### src/rtl/ulink_seq_pkg.sv
package ulink_seq_pkg;

    typedef enum logic [3:0] {
        PH_DETACHED    = 4'd0,
        PH_ATTACH_WAIT = 4'd1,
        PH_DEBOUNCE    = 4'd2,
        PH_WAIT_RESET  = 4'd3,
        PH_DEV_RESET   = 4'd4,
        PH_HS_REQ      = 4'd5,
        PH_RESET_EXIT  = 4'd6,
        PH_J_HOLD      = 4'd7,
        PH_ACTIVE      = 4'd8
    } seq_phase_e;

    typedef enum logic [1:0] {
        LS_SE0 = 2'b00,
        LS_J   = 2'b01,
        LS_K   = 2'b10,
        LS_SE1 = 2'b11
    } line_state_e;

    localparam logic [1:0] XCVR_HS = 2'b00;
    localparam logic [1:0] XCVR_FS = 2'b01;

    // Whole cycles covering a span in microseconds (at least one).
    function automatic int cycles_from_us(input longint hz, input longint us);
        longint c;
        c = (hz * us) / 64'd1000000;
        return (c < 1) ? 1 : int'(c);
    endfunction

    // Whole cycles covering a span in nanoseconds, rounded up (at least one).
    function automatic int cycles_from_ns_ceil(input longint hz, input longint ns);
        longint c;
        c = (hz * ns + 64'd999999999) / 64'd1000000000;
        return (c < 1) ? 1 : int'(c);
    endfunction

endpackage

### src/rtl/ulink_seq_timer.sv
module ulink_seq_timer #(
    parameter int W = 8
) (
    input  logic         clk,
    input  logic         rst_n,
    input  logic         restart,
    input  logic [W-1:0] limit,
    output logic         expired
);

    logic [W-1:0] cnt_q;

    always_ff @(posedge clk or negedge rst_n) begin
        if (!rst_n) begin
            cnt_q <= '0;
        end else if (restart) begin
            cnt_q <= '0;
        end else if (cnt_q != limit) begin
            cnt_q <= cnt_q + W'(1);
        end
    end

    assign expired = (cnt_q == limit);

    // every timed phase is entered through a restart, so the count never passes its limit
    p_count_within_limit_r2: assert property (@(posedge clk) disable iff (!rst_n)
        !restart |-> (cnt_q <= limit));

endmodule

### src/rtl/ulink_line_filter.sv
module ulink_line_filter
    import ulink_seq_pkg::*;
#(
    parameter int SE0_MIN_CLKS = 8
) (
    input  logic       clk,
    input  logic       rst_n,
    input  logic [1:0] line_state,
    output logic       se0_hold
);

    localparam int CW = $clog2(SE0_MIN_CLKS + 1);
    localparam logic [CW-1:0] RUN_MAX = CW'(SE0_MIN_CLKS);

    logic [CW-1:0] run_q;

    always_ff @(posedge clk or negedge rst_n) begin
        if (!rst_n) begin
            run_q <= '0;
        end else if (line_state != LS_SE0) begin
            run_q <= '0;
        end else if (run_q != RUN_MAX) begin
            run_q <= run_q + CW'(1);
        end
    end

    assign se0_hold = (run_q == RUN_MAX);

    // a recognised SE0 always follows a sampled SE0
    p_hold_needs_se0_r4: assert property (@(posedge clk) disable iff (!rst_n)
        se0_hold |-> ($past(line_state) == LS_SE0));

endmodule

### src/rtl/ulink_attach_seq.sv
module ulink_attach_seq
    import ulink_seq_pkg::*;
#(
    parameter int CLK_HZ       = 60_000_000,
    parameter int ATTACH_US    = 10_000,
    parameter int DEBOUNCE_US  = 100_000,
    parameter int LS_BIT_NS    = 667,
    parameter int SE0_MIN_CLKS = 16,
    parameter int RST_CYCLES   = 8
) (
    input  logic       clk,
    input  logic       rst_n,
    input  logic       vbus_valid,
    input  logic [1:0] line_state,
    input  logic       hs_mode,
    output logic [1:0] xcvr_sel,
    output logic       term_sel,
    output logic       dp_pullup_en,
    output logic       dev_reset,
    output logic       hs_detect_req,
    output logic [3:0] seq_phase
);

    localparam int ATTACH_CLKS   = cycles_from_us(longint'(CLK_HZ), longint'(ATTACH_US));
    localparam int DEBOUNCE_CLKS = cycles_from_us(longint'(CLK_HZ), longint'(DEBOUNCE_US));
    localparam int LS_BIT_CLKS   = cycles_from_ns_ceil(longint'(CLK_HZ), longint'(LS_BIT_NS));
    localparam int MAX_AB        = (ATTACH_CLKS > DEBOUNCE_CLKS) ? ATTACH_CLKS : DEBOUNCE_CLKS;
    localparam int MAX_CD        = (LS_BIT_CLKS > RST_CYCLES) ? LS_BIT_CLKS : RST_CYCLES;
    localparam int MAX_CLKS      = (MAX_AB > MAX_CD) ? MAX_AB : MAX_CD;
    localparam int TW            = $clog2(MAX_CLKS + 1);
    localparam int RW            = $clog2(SE0_MIN_CLKS + 2);
    localparam int PW            = $clog2(RST_CYCLES + 1);

    seq_phase_e    state_q, state_d;
    logic [TW-1:0] tmr_limit;
    logic          tmr_restart;
    logic          tmr_expired;
    logic          se0_hold;

    // ---------------- SE0 qualification ----------------
    ulink_line_filter #(
        .SE0_MIN_CLKS (SE0_MIN_CLKS)
    ) i_filter (
        .clk        (clk),
        .rst_n      (rst_n),
        .line_state (line_state),
        .se0_hold   (se0_hold)
    );

    // ---------------- phase timer ----------------
    always_comb begin
        unique case (state_q)
            PH_ATTACH_WAIT: tmr_limit = TW'(ATTACH_CLKS - 1);
            PH_DEBOUNCE:    tmr_limit = TW'(DEBOUNCE_CLKS - 1);
            PH_DEV_RESET:   tmr_limit = TW'(RST_CYCLES - 1);
            PH_J_HOLD:      tmr_limit = TW'(LS_BIT_CLKS - 1);
            default:        tmr_limit = '0;
        endcase
    end

    assign tmr_restart = (state_d != state_q) ||
                         ((state_q == PH_J_HOLD) && (line_state != LS_J));

    ulink_seq_timer #(
        .W (TW)
    ) i_timer (
        .clk     (clk),
        .rst_n   (rst_n),
        .restart (tmr_restart),
        .limit   (tmr_limit),
        .expired (tmr_expired)
    );

    // ---------------- state register ----------------
    always_ff @(posedge clk or negedge rst_n) begin
        if (!rst_n) begin
            state_q <= PH_DETACHED;
        end else begin
            state_q <= state_d;
        end
    end

    // ---------------- next state ----------------
    always_comb begin
        state_d = state_q;
        unique case (state_q)
            PH_DETACHED:    if (vbus_valid) state_d = PH_ATTACH_WAIT;
            PH_ATTACH_WAIT: if (tmr_expired) state_d = PH_DEBOUNCE;
            PH_DEBOUNCE:    if (tmr_expired) state_d = PH_WAIT_RESET;
            PH_WAIT_RESET:  if (se0_hold) state_d = PH_DEV_RESET;
            PH_DEV_RESET:   if (tmr_expired) state_d = PH_HS_REQ;
            PH_HS_REQ:      state_d = PH_RESET_EXIT;
            PH_RESET_EXIT: begin
                if (line_state != LS_SE0) begin
                    state_d = hs_mode ? PH_ACTIVE : PH_J_HOLD;
                end
            end
            PH_J_HOLD: begin
                if (se0_hold)         state_d = PH_DEV_RESET;
                else if (tmr_expired) state_d = PH_ACTIVE;
            end
            PH_ACTIVE:      if (se0_hold) state_d = PH_DEV_RESET;
            default:        state_d = PH_DETACHED;
        endcase
        if (!vbus_valid) begin
            state_d = PH_DETACHED;
        end
    end

    // ---------------- outputs ----------------
    always_comb begin
        xcvr_sel      = XCVR_FS;
        term_sel      = 1'b1;
        dp_pullup_en  = 1'b1;
        dev_reset     = 1'b0;
        hs_detect_req = 1'b0;
        unique case (state_q)
            PH_DETACHED: begin
                term_sel     = 1'b0;
                dp_pullup_en = 1'b0;
            end
            PH_ATTACH_WAIT: dp_pullup_en = 1'b0;
            PH_DEBOUNCE, PH_WAIT_RESET, PH_RESET_EXIT, PH_J_HOLD: begin
            end
            PH_DEV_RESET: dev_reset = 1'b1;
            PH_HS_REQ:    hs_detect_req = 1'b1;
            PH_ACTIVE: begin
                if (hs_mode) begin
                    xcvr_sel = XCVR_HS;
                    term_sel = 1'b0;
                end
            end
            default: begin
                term_sel     = 1'b0;
                dp_pullup_en = 1'b0;
            end
        endcase
    end

    assign seq_phase = state_q;

    // ---------------- checking state ----------------
    logic [RW-1:0] se0_run_q;
    logic [PW-1:0] rst_run_q;

    always_ff @(posedge clk or negedge rst_n) begin
        if (!rst_n) begin
            se0_run_q <= '0;
            rst_run_q <= '0;
        end else begin
            if (line_state != LS_SE0)                  se0_run_q <= '0;
            else if (se0_run_q != RW'(SE0_MIN_CLKS + 1)) se0_run_q <= se0_run_q + RW'(1);
            if (!dev_reset)                            rst_run_q <= '0;
            else if (rst_run_q != PW'(RST_CYCLES))     rst_run_q <= rst_run_q + PW'(1);
        end
    end

    // loss of power detaches on the next cycle
    p_power_loss_detaches_r11: assert property (@(posedge clk) disable iff (!rst_n)
        !vbus_valid |=> (seq_phase == PH_DETACHED) && !dp_pullup_en);

    // the handshake request is one cycle wide
    p_req_single_cycle_r6: assert property (@(posedge clk) disable iff (!rst_n)
        hs_detect_req |=> !hs_detect_req);

    // the handshake request follows the device reset
    p_req_after_reset_r6: assert property (@(posedge clk) disable iff (!rst_n)
        hs_detect_req |-> $past(dev_reset));

    // the device reset never outlasts its length
    p_reset_width_r5: assert property (@(posedge clk) disable iff (!rst_n)
        dev_reset |-> (rst_run_q < PW'(RST_CYCLES)));

    // an SE0 longer than the qualification window means full-speed selects
    p_hs_fallback_r7: assert property (@(posedge clk) disable iff (!rst_n)
        (se0_run_q > RW'(SE0_MIN_CLKS)) |-> (xcvr_sel == XCVR_FS));

    // the pull-up only turns on at the end of the attach wait
    p_pullup_after_attach_r2: assert property (@(posedge clk) disable iff (!rst_n)
        $rose(dp_pullup_en) |-> ($past(seq_phase) == PH_ATTACH_WAIT));

endmodule

### config.mk
export PLATFORM = sky130hd
export DESIGN_NAME = ulink_attach_seq
export DESIGN_NICKNAME = d
export VERILOG_FILES = /design/src/rtl/ulink_seq_pkg.sv /design/src/rtl/ulink_seq_timer.sv /design/src/rtl/ulink_line_filter.sv /design/src/rtl/ulink_attach_seq.sv
export SDC_FILE = /design/constraint.sdc
export NUM_CORES = 1
export LEC_CHECK = 0
export ABC_AREA = 0
export BUFFER_PORTS_ARGS = -buffer_cell sky130_fd_sc_hd__buf_2
export CORE_UTILIZATION = 45
export CTS_BUF_LIST = sky130_fd_sc_hd__clkbuf_4 sky130_fd_sc_hd__clkbuf_8
export CTS_CLUSTER_SIZE = 12
export DETAILED_ROUTE_END_ITERATION = 7
export GPL_ROUTABILITY_DRIVEN = 0
export GPL_TIMING_DRIVEN = 0
export PLACE_DENSITY = 0.71
export RECOVER_POWER = 100
export SLEW_MARGIN = 20
export SYNTH_ARGS = -nofsm -noshare
export SYNTH_HDL_FRONTEND = slang
export SYNTH_SLANG_ARGS = --single-unit
### constraint.sdc
create_clock -name clk -period 7.3 [get_ports clk]
set_input_delay 0.73 -clock clk [delete_from_list [all_inputs] [get_ports clk]]
set_output_delay 0.73 -clock clk [all_outputs]
set_load 0.02 [all_outputs]
# Word level (Yosys, flattened, before mapping)
# Cells that the tools add are included.
classes:
  n_addsub: 2
  eq_ne: 14
  n_mux: 22
  n_reduce_logical: 9
op_table:
  columns: ["op", "n"]
  rows:
  - ["case mux 23 bit (4 select lines)", 1]
  - ["2-to-1 mux 23 bit", 2]
  - ["2-to-1 mux 4 bit", 9]
  - ["case mux 4 bit (8 select lines)", 1]
  - ["adder 23 x 1 -> 23 bit (second input constant)", 1]
  - ["== test 23 bit", 1]
  - ["inequality test 23 bit", 1]
  - ["== test 4 x 3 -> 1 bit (second input constant)", 4]
  - ["OR reduction 7 bit", 2]
  - ["2-to-1 mux 5 bit", 2]
  - ["== test 4 x 2 -> 1 bit (second input constant)", 2]
  - ["2-to-1 mux 1 bit", 6]
  - ["nonzero test 2 bit", 3]
  - ["adder 5 x 1 -> 5 bit (second input constant)", 1]
  - ["== test 5 bit (second input constant)", 1]
  - ["inequality test 5 bit (second input constant)", 1]
  - ["== test 4 x 1 -> 1 bit (second input constant)", 1]
  - ["== test 4 bit (second input constant)", 1]
  - ["logical NOT 4 bit", 1]
  - ["inequality test 4 bit", 1]
  - ["inequality test 2 x 1 -> 1 bit (second input constant)", 1]
  - ["case mux 1 bit (2 select lines)", 1]
  - ["OR reduction 2 bit", 1]
  - ["logical AND 1 bit", 1]
  - ["logical OR 1 bit", 1]
totals:
  reg_bits: 32
  input_bits: 6
  out_inout_bits: 10
  wordCells: 50

# Logic depth before layout (Yosys ltp)
# Gate-level depths: netlist of run 1.
logic_depth:
  word_depth: 10
  ltp_mapped: 10
  mapped_depth_nobuf: 9

# By module
# From an unflattened synthesis of run 1, not the netlist that was laid out.
unflattened:
  hier_cells: 279
  area_unflattened_um2: 2524.9
by_module_without_submodules:
  columns: ["mod", "n_inst", "cells_per_inst", "area_per_inst_um2", "seq_area_each_um2"]
  rows:
  - ["ulink_seq_timer", 1, 167, 1591.5, 575.6]
  - ["ulink_attach_seq", 1, 84, 619.3, 100.1]
  - ["ulink_line_filter", 1, 28, 314.1, 125.1]

# Worst setup path before layout of run 1
# Ideal clock, no wire load.
synth_path:
  path_type: "reg-to-reg"
  from: "register state_q[3] (netlist: seq_phase[3])"
  to: "register i_timer.cnt_q[0]"
  setup_time_ps: 123
  arrival_time_ps: 2647
  required_ps: 7177
  setup_slack_ps: 4529
  stages_incl_launch_ff: 11
  period_less_slack_ps: 2771
  cell_sequence: "dfrtp_1 -> buf_2 -> nor4b_4 -> and4_1 -> o21ai_0 -> or4_1 -> clkbuf_1 -> o311a_1 -> a21oi_4 -> buf_6 -> nor2_1"
synth_between:
  elab_chain_len: 10
synth_lines:
  columns: ["element", "line_no", "source"]
  rows:
  - ["start: declaration", "ulink_attach_seq.sv:34", "seq_phase_e state_q, state_d;"]
  - ["start signal: assignment", "ulink_attach_seq.sv:79", "state_q <= state_d;"]
  - ["== test 4 x 3 -> 1 bit, or another cell as far along", "ulink_attach_seq.sv:52, ulink_attach_seq.sv:62, ulink_attach_seq.sv:86", null]
  - ["case mux 23 bit (4 select lines)", "ulink_attach_seq.sv:52", "unique case (state_q)"]
  - ["== test 23 bit", "ulink_seq_timer.sv:23", "assign expired = (cnt_q == limit);"]
  - ["2-to-1 mux 4 bit", "ulink_attach_seq.sv:100", "else if (tmr_expired) state_d = PH_ACTIVE;"]
  - ["2-to-1 mux 4 bit", "ulink_attach_seq.sv:99", "if (se0_hold) state_d = PH_DEV_RESET;"]
  - ["case mux 4 bit (8 select lines)", "ulink_attach_seq.sv:86", "unique case (state_q)"]
  - ["2-to-1 mux 4 bit", "ulink_attach_seq.sv:105", "if (!vbus_valid) begin"]
  - ["inequality test 4 bit", "ulink_attach_seq.sv:61", "assign tmr_restart = (state_d != state_q) ||"]
  - ["logical OR 1 bit", "ulink_attach_seq.sv:61", null]
  - ["2-to-1 mux 23 bit / nonzero test 2 bit (equally long branches)", null, null]
  - ["end signal: assignment", "ulink_seq_timer.sv:19", "cnt_q <= cnt_q + W'(1);"]
  - ["end: declaration", "ulink_seq_timer.sv:11", "logic [W-1:0] cnt_q;"]
# Parallel ways exist; a longest one is shown, timed or not.
# A chain may end at the register's enable or synchronous reset.

# Worst setup path in the final report of run 1
# Same ends and word-level chain as after synthesis.

==> results of run 1 <==
power groups by stage:
| stage | combinational (mW) | clock, mW | sequential [mW] |
|---|---|---|---|
| after global placement | 0.0982 | 0 | 0.194 |
| after detailed placement | 0.0996 | 0 | 0.194 |
| final | 0.0955 | 0.190 | 0.191 |
| after CTS | 0.100 | 0.194 | 0.191 |
| after floorplan | 0.0716 | 0 | 0.194 |
| after global routing | 0.109 | 0.203 | 0.191 |
routing by layer:
metal / vias up / wire (µm)
li1: 960 / -
met1: 923 / 2417
met2: 56 / 2186
met3: 6 / 295
met4: 0 / 64
met5: - / 0
worst max-delay path, delay by kind of cell, from the launching register on:
family	cells	cell delay [ns]
simple gates	4	1.27
buf+inv	3	0.78
flops	1	0.37
compound gates	3	0.88
kinds of logic after synthesis:
family,Yosys count,synth area share [%]
AOI/OAI and AO/OA,54,17.40
xor gates and xnor gates,23,9.216
adders and majority gates,3,1.717
buffers and inverters,28,6.067
DFF,32,36.63
muxes,2,0.9731
other,1,0.1716
and+or+nand+nor,110,27.82
final timing paths:
path | slack [ns] | cells after the start | endpoint
worst max-delay path | 3.85 | 10 | i_timer.cnt_q[0]
worst min-delay path | 0.57 | 2 | i_filter.run_q[1]
worst max register to register | 3.85 | 10 | i_timer.cnt_q[0]
worst min register to register | 0.57 | 2 | i_filter.run_q[1]
max in group asynchronous | 5.44 | 1 | i_filter.run_q[1]
min in group asynchronous | 0.88 | 1 | i_timer.cnt_q[1]
final cells by class:
class,instances,area [µm²],share of cell area (%)
Inverter,9,33.78,1.402
Clock buffer,7,96.34,3.998
Buffer,19,83.83,3.479
Multi-Input combinational cell,193,1241,51.51
Tap cell,52,65.06,2.700
Timing Repair Buffer,14,58.81,2.440
Clock inverter,1,30.03,1.246
Sequential cell,32,800.8,33.23
registers in the layout (all words and copies together), names as in the netlist:
name            flops
seq_phase           4
i_filter.run_q      5
i_timer.cnt_q      23
layout by cell type (no fill, tap or decap), types with 2 or more instances in the layout:
cell	count
a211oi_1	2
a21oi_1	9
a31oi_1	6
and2_1	2
and3_1	8
and4_1	6
buf_2	6
clkbuf_1	24
clkbuf_8	7
dfrtp_1	32
ha_1	3
inv_1	9
nand2_1	13
nand3_1	8
nand3b_1	3
nand4_1	6
nor2_1	37
nor2b_1	2
nor3_1	7
nor4_1	4
o2111ai_1	3
o211ai_1	6
o21a_1	2
o21ai_0	10
o21bai_1	2
o22ai_1	3
o311a_1	3
or2_2	2
or4_1	2
xnor2_1	4
xor2_1	19
==> impl_metrics.json, run 1 <==
{
  "status": "complete, but fails checks",
  "violations": "max-capacitance violations, max-slew violations",
  "period_needed_ns": 3.451,
  "firstDrtPassIters": 4,
  "cts_buffer_depth": 2,
  "power_leakage_nw": 1.014,
  "pre_cts_ws_ns": 4.283,
  "design_power_total_mw": 0.4760,
  "place_area_um2": 2321,
  "setup_tns_ns": 0,
  "crit_path_start": "seq_phase[3]",
  "placedCellCount": 319,
  "min_path_type": "flip-flop to flip-flop",
  "area_growth_pct": 10.25,
  "ys_types": 55,
  "port_buffers": 14,
  "slowest_stage": "or4_1",
  "finalWorstSetupSlack_ns": 3.849,
  "initial_core_util_pct": 48.53,
  "initialDrtViolationCount": 378,
  "route.detailed.drc": 0,
  "synth.most_common_cell": "nor2_1",
  "crit_arrival_ns": 3.61,
  "grt_overflow_total": 0,
  "cts_buffers": 5,
  "async_reset_ff_share_pct": 100.0,
  "r2r-start": "seq_phase[3]",
  "synth_area_leaders": "dfrtp_1, xor2_1, nor2_1",
  "num_io_pins": 16,
  "ant_nets": 0,
  "holdWs_ns": 0.5691,
  "internal-power_mw": 0.3363,
  "wl_um": 4963,
  "netlist.area_leader.share_pct": 36.63,
  "core_um2": 4504,
  "crit_path_end_kind": "flip-flop",
  "htreeDepth": 2,
  "grt_antenna_before_repair": 0,
  "grt_use_met3_pct": 4.641,
  "rsz0062_at_grt": "no",
  "synth_edf_count": 0,
  "die_x_um": 71.70,
  "p_comb_share_pct": 20.1,
  "pwr-share-seq_pct": 40.1,
  "synth.avg_cell_area_um2": 8.640,
  "cts-resized-gates": 0,
  "synth_flop_cell": "dfrtp_1",
  "cts_tree": "done",
  "synthesis.nets": 262,
  "final_cell_area_um2": 2410,
  "die_area_um2": 5140,
  "synthTopCellsByCount": "nor2_1, dfrtp_1, xor2_1",
  "ir_drop_uv": 96.49,
  "power_density_nw_per_um2": 197.5,
  "fillers": 424,
  "clk_pin_slew_ns": 0.07,
  "path_class": "flip-flop to flip-flop",
  "ys_seq_elements": 32,
  "die_height_um": 71.70,
  "cpPeakStageDelay_ns": 0.54,
  "synth_cells": 253,
  "postCtsHoldBufs": 0,
  "hold_viol_final": 0,
  "yosysSeqAreaShare_pct": 36.63,
  "wl_per_cell_um": 15.18,
  "rows": 24,
  "fin_skew_ns": 0.008656,
  "clock_latency_ns": 0.29,
  "cp_cell_sequence": "buf_2 -> nor4b_4 -> and4_1 -> o21ai_0 -> or4_1 -> clkbuf_1 -> o311a_1 -> a21oi_1 -> clkbuf_1 -> nor2_1",
  "met2_usage_pct": 32.29,
  "antennaDiodeCount": 0,
  "busiest_layer": "met2",
  "grt_pass1_wl_um": 8804,
  "timing_worst_slew_pin_value_ns": 1.703,
  "required_ns": 7.45,
  "via_per_inst": 5.948,
  "fin_crit_sh_pct": 47.28,
  "grt_max_degree": 33,
  "final_cells": 327,
  "grt_pass1_vias": 1867,
  "yosys_warnings": 0,
  "worst_setup_path_start_kind": "flip-flop",
  "netlist_area_um2": 2186,
  "cap_viol_max_count": 1,
  "crit_top_cell": "clkbuf_1",
  "clock-sinks": 32,
  "grt_util_met1_pct": 31.56,
  "synth_top_area_cell": "dfrtp_1",
  "track_usage_pct": 21.98,
  "drv_slew": 33,
  "drive_gt1_share_pct": 7.636,
  "critPathMaxFanout": 10,
  "fmax_mhz": 289.7,
  "clkPwrFrac_pct": 39.8,
  "vias": 1945,
  "cts_root_buf": "clkbuf_8",
  "dp_hpwl_um": 3525,
  "nNetsFinal": 283,
  "hp-start": "i_filter.run_q[1]",
  "post_cts_buffers": 0,
  "switching_share_pct": 29.35,
  "slew_headroom_pct": -13.51,
  "setup_viol": 0,
  "p_sw_mw": 0.1397,
  "final_util_pct": 53.50
}
Note: power is estimated with default switching activity, not from simulation.
==> run 2: changes to the inputs <==
Settings changed: ABC_AREA 0 to 1, PLACE_DENSITY 0.71 to 0.74.
Clock period 7.3 ns to 2.85 ns, I/O delays scaled along.
==> impl_metrics.json, run 2 <==
{
  "status": "complete, but fails checks",
  "violations": "max-capacitance violations, max-slew violations",
  "synth-simple-area-share_pct": 39.46,
  "synth_flop_cell": "dfrtp_1",
  "pre_cts_ws_ns": 0.2687,
  "drv_slew": 33,
  "period_needed_ns": 2.549,
  "final_cell_mix": "nand2_1, inv_1, nor2_1, dfrtp_1, nand3_1",
  "holdWs_ns": 0.2765,
  "ir_drop_uv": 327.2,
  "synthMuxAreaShare_pct": 0,
  "route.detailed.drc": 0,
  "worstRegToRegCells": 18,
  "netlist_area_um2": 2296,
  "synth_edf_count": 0,
  "initialDrtViolationCount": 141,
  "cts_buffers": 5,
  "fin_crit_sh_pct": 89.43,
  "die_height_um": 73.43,
  "rows": 25,
  "cts-resized-gates": 0,
  "cts_root_buf": "clkbuf_8",
  "core_um2": 4817,
  "hp-start": "vbus_valid",
  "die_x_um": 73.43,
  "firstDrtPassIters": 4,
  "crit_path_end_kind": "flip-flop",
  "reg2reg_to": "i_timer.cnt_q[16]",
  "top_register": "i_timer.cnt_q",
  "ant_nets": 0,
  "clock-sinks": 32,
  "timing_worst_slew_pin_value_ns": 1.727,
  "hold_viol_final": 0,
  "final_common_cell": "nand2_1",
  "dp_hpwl_um": 3689,
  "yosysSeqAreaShare_pct": 34.88,
  "setup_viol": 0,
  "synth_area_leaders": "dfrtp_1, nand2_1, inv_1",
  "synth_top_area_cell": "dfrtp_1",
  "grt_pass1_wl_um": 8562,
  "track_usage_pct": 20.71,
  "antennaDiodeCount": 0,
  "crit_arrival_ns": 2.76,
  "r2r-start": "seq_phase[3]",
  "synth_cells": 336,
  "power_leakage_nw": 1.229,
  "vias": 2107,
  "clk_pin_slew_ns": 0.07,
  "async_reset_ff_share_pct": 100.0,
  "worst_setup_path_start_kind": "flip-flop",
  "grt_pass1_vias": 1950,
  "synthTopCellsByCount": "nand2_1, inv_1, nor2_1",
  "grt_overflow_total": 0,
  "fmax_mhz": 392.4,
  "num_io_pins": 16,
  "yosys.area_share.xor_xnor_pct": 7.248,
  "die_area_um2": 5392,
  "synth_top_family_by_area": "simple AND/OR/NAND/NOR gates",
  "initial_core_util_pct": 47.66,
  "postCtsHoldBufs": 0,
  "slew_headroom_pct": -15.13,
  "required_ns": 3.06,
  "synth_fa_ha_area_share_pct": 1.635,
  "clock_latency_ns": 0.28,
  "ys_types": 28,
  "synth.avg_cell_area_um2": 6.833,
  "holdPathStages": 3,
  "netlist.area_leader.share_pct": 34.88,
  "critPathMaxFanout": 10,
  "grt_antenna_before_repair": 0,
  "port_buffers": 13,
  "worstHoldEndpoint": "seq_phase[3]",
  "finalWorstSetupSlack_ns": 0.3014,
  "fin_skew_ns": 0.01183,
  "cap_viol_max_count": 1,
  "wl_per_cell_um": 11.50,
  "path_class": "flip-flop to flip-flop",
  "htreeDepth": 2,
  "ys_seq_elements": 32,
  "synthesis.nets": 345,
  "reg2reg_setup_slack_ns": 0.30,
  "drive_gt1_share_pct": 10.92,
  "yosys_warnings": 0,
  "via_per_inst": 4.969,
  "wl_um": 4876,
  "grt_max_degree": 33,
  "synth_compound_area_share_pct": 5.177,
  "post_cts_buffers": 0,
  "largest_reg_flops": 23,
  "power_density_nw_per_um2": 456.7,
  "nNetsFinal": 365,
  "area_growth_pct": 9.428,
  "final_util_pct": 52.16,
  "synth.most_common_cell": "nand2_1",
  "cts_tree": "done",
  "min_path_type": "primary input to flip-flop",
  "cts_buffer_depth": 2
}
==> run 2: worst max path at each step <==
| stage | startpoint | to | slack [ns] | cells past startpoint |
|---|---|---|---|---|
| after CTS | seq_phase[3] | i_timer.cnt_q[20] | 0.24 | 19 |
| after detailed placement | seq_phase[3] | i_timer.cnt_q[22] | 0.27 | 19 |
| after floorplan | seq_phase[3] | i_timer.cnt_q[15] | 0.60 | 19 |
| final | seq_phase[3] | i_timer.cnt_q[16] | 0.30 | 18 |
| after global placement | seq_phase[3] | i_timer.cnt_q[16] | 0.28 | 19 |
| after global routing | seq_phase[0] | i_timer.cnt_q[3] | -0.007 | 19 |
==> run 2: metal layers <==
| metal | part of all wire, % | wire length (µm) | vias up | GRT usage [%] |
|---|---|---|---|---|
| met5 | 0 | 0 | - | 0 |
| met4 | 1.4 | 67 | 0 | 5.983 |
| met3 | 5.3 | 258 | 6 | 3.292 |
| met2 | 47 | 2288 | 56 | 34.36 |
| met1 | 46 | 2262 | 959 | 27.91 |
| li1 | - | - | 1086 | - |
==> run 2: final cells by class <==
type                       instances  area, µm²
buffer                             6      52.55
clock buffer                       8      97.59
fill                             506       2305
inverter                          56      210.2
multi-input combinational        242       1215
sequential                        32      800.8
tap                               67      83.83
timing repair buffer              13      52.55
==> run 2: critical path, stage by stage, from the launching register on <==
cell and delay (ns):
dfrtp_1 0.51, inv_2 0.12, nand2_1 0.13, nor2_2 0.06, o21ai_0 0.27, nand2_1 0.11
nor2_2 0.12, nand2_2 0.08, buf_6 0.15, nand2_1 0.06, nand2_1 0.05, nand2_1 0.07
nand2_1 0.07, nand2_1 0.05, nand3_1 0.09, nor2_1 0.14, nand2_2 0.13, buf_6 0.18
nor2_1 0.09
==> run 2: cell families after synthesis <==
logic type / count (synthesis)
flip-flops: 32
AO/OA/AOI/OAI: 21
AND/OR/NAND/NOR: 198
XOR/XNOR: 19
buffers and inverters: 62
adder cells (fa/ha/maj): 3
other: 1
==> run 2: report_power, final <==
group	internal, mW	leakage [nW]	switching [mW]
registers	0.478	0.442	0.0215
clock network	0.216	0.0523	0.165
logic	0.0959	0.736	0.171
total	0.790	1.23	0.358
==> run 2: per-stage QoR <==
| step | setup TNS, ns | total power, mW | instances | instance area [µm²] |
|---|---|---|---|---|
| final | 0 | 1.147 | 424 | 2512 |
| after global routing | -0.01394 | 1.229 | 424 | 2512 |
| after CTS | 0 | 1.177 | 424 | 2542 |
| after detailed placement | 0 | 0.7913 | 416 | 2445 |
| after global placement | 0 | 0.7891 | 416 | 2445 |
| after floorplan | 0 | 0.7309 | 336 | 2296 |
==> run 3: changes to the inputs <==
Settings changed: CORE_UTILIZATION 45 to 44, PLACE_DENSITY 0.74 to 0.73, SETUP_SLACK_MARGIN set to 0.02.
==> impl_metrics.json, run 3 (synthesis results as in run 2) <==
{
  "status": "complete, but fails checks",
  "violations": "max-capacitance violations, max-slew violations",
  "min_path_type": "primary input to flip-flop",
  "critPathMaxFanout": 10,
  "largest_reg_flops": 23,
  "cts_buffers": 5,
  "crit_arrival_ns": 2.82,
  "dp_hpwl_um": 3774,
  "period_needed_ns": 2.595,
  "rows": 25,
  "post_cts_buffers": 0,
  "final_cells": 424,
  "p_sw_mw": 0.3893,
  "clock_latency_ns": 0.30,
  "hold_viol_final": 0,
  "placedCellCount": 416,
  "setup_tns_ns": 0,
  "drv_slew": 33,
  "initialDrtViolationCount": 77,
  "finalWorstSetupSlack_ns": 0.2550,
  "place_area_um2": 2445,
  "grt_max_degree": 33,
  "reg2reg_setup_slack_ns": 0.26,
  "die_area_um2": 5511,
  "clkPwrFrac_pct": 36.4,
  "grt_antenna_before_repair": 0,
  "die_height_um": 74.24,
  "grt_overflow_total": 0,
  "fin_skew_ns": 0.005608,
  "area_growth_pct": 10.14,
  "holdPathStages": 3,
  "wl_per_cell_um": 12.21,
  "nNetsFinal": 365,
  "power_leakage_nw": 1.231,
  "hp-start": "vbus_valid",
  "initial_core_util_pct": 47.05,
  "fmax_mhz": 385.4,
  "die_x_um": 74.24,
  "fin_crit_sh_pct": 91.05,
  "antennaDiodeCount": 0,
  "switching_share_pct": 31.83,
  "reg2reg_to": "i_timer.cnt_q[12]",
  "track_usage_pct": 20.76,
  "final_cell_mix": "nand2_1, inv_1, nor2_1, dfrtp_1, nand3_1",
  "grt_pass1_wl_um": 8666,
  "power_density_nw_per_um2": 483.7,
  "route.detailed.drc": 0,
  "port_buffers": 13,
  "p_comb_share_pct": 22.7,
  "core_um2": 4880,
  "worstHoldEndpoint": "seq_phase[1]",
  "path_class": "flip-flop to flip-flop",
  "holdWs_ns": 0.2770,
  "drive_gt1_share_pct": 11.20,
  "timing_worst_slew_pin_value_ns": 1.756,
  "cts_tree": "done",
  "pwr-share-seq_pct": 40.9,
  "final_common_cell": "nand2_1",
  "via_per_inst": 5.012,
  "required_ns": 3.08,
  "slew_headroom_pct": -17.05,
  "num_io_pins": 16,
  "ant_nets": 0,
  "internal-power_mw": 0.8338,
  "wl_um": 5176,
  "final_cell_area_um2": 2529,
  "crit_path_end_kind": "flip-flop",
  "setup_viol": 0,
  "cts_buffer_depth": 2,
  "clock-sinks": 32,
  "r2r-start": "seq_phase[3]",
  "cap_viol_max_count": 1,
  "worstRegToRegCells": 19,
  "cts_root_buf": "clkbuf_8",
  "worst_setup_path_start_kind": "flip-flop",
  "pre_cts_ws_ns": 0.2464,
  "rsz0062_at_grt": "no",
  "fillers": 504,
  "ir_drop_uv": 384.5,
  "htreeDepth": 2,
  "top_register": "i_timer.cnt_q",
  "firstDrtPassIters": 4,
  "clk_pin_slew_ns": 0.07,
  "vias": 2125,
  "grt_pass1_vias": 2009
}
run 3: cell count changes in the layout (fill, tap and decap cells not counted), sizes merged:
cell and delta:
clkbuf -3, bufinv +1, clkinv +1, clkinvlp +1
run 3: critical path, cell delays in order, from the launching register on:
cell and delay, ns:
dfrtp_1 0.49, inv_2 0.16, nand2_1 0.11, nor2_2 0.17, nand2_1 0.07, o21ai_0 0.10
nand2_1 0.10, nor2_2 0.12, nand2_2 0.08, buf_6 0.15, o21bai_1 0.12, inv_1 0.06
nand2_1 0.11, nand2_1 0.08, nand2_1 0.06, nand2_1 0.06, nor2_2 0.09, nand2_2 0.13
buf_6 0.18, nor2_1 0.09
run 3: how the worst max path moves through the flow:
| stage | start | end |
|---|---|---|
| finish | seq_phase[3] | i_timer.cnt_q[12] |
| global placement | seq_phase[3] | i_timer.cnt_q[16] |
| floorplan | seq_phase[3] | i_timer.cnt_q[15] |
| CTS | seq_phase[3] | i_timer.cnt_q[12] |
| detailed placement | seq_phase[3] | i_timer.cnt_q[22] |
| global route | seq_phase[3] | i_timer.cnt_q[21] |
run 3: routing by layer:
metal,vias up,global-route usage [%],share of wire (%)
li1,1085,-,-
met1,975,26.77,47
met2,51,33.94,46
met3,14,4.607,4.3
met4,0,8.176,2.3
met5,-,0,0
run 3: per-stage QoR:
step                total power, mW  utilization (%)
floorplan                    0.7309                -
global placement             0.7925            50.10
detailed placement           0.7958            50.10
CTS                           1.252            52.38
global route                  1.296            51.82
finish                        1.223            51.82
run 3: power groups by stage:
| stage | sequential, mW | combinational, mW | clock [mW] |
|---|---|---|---|
| after floorplan | 0.507 | 0.224 | 0 |
| after global placement | 0.508 | 0.285 | 0 |
| after detailed placement | 0.509 | 0.287 | 0 |
| after CTS | 0.500 | 0.292 | 0.460 |
| after global routing | 0.505 | 0.320 | 0.471 |
| final | 0.500 | 0.278 | 0.445 |
run 3: cell type report:
type	instances	area (µm²)	area share (%)
multi-input combinational	242	1217	48.14
sequential	32	800.8	31.67
inverter	56	210.2	8.313
tap	67	83.83	3.315
clock buffer	5	68.82	2.721
timing repair buffer	13	52.55	2.078
buffer	6	52.55	2.078
clock inverter	3	42.54	1.682
run 3: timing repair:
action | in CTS | in global routing
endpoints found under the setup margin | 0 | 20
hold buffers | 0 | 0
gates resized for setup | 0 | 4
hold endpoints to repair | 0 | 0
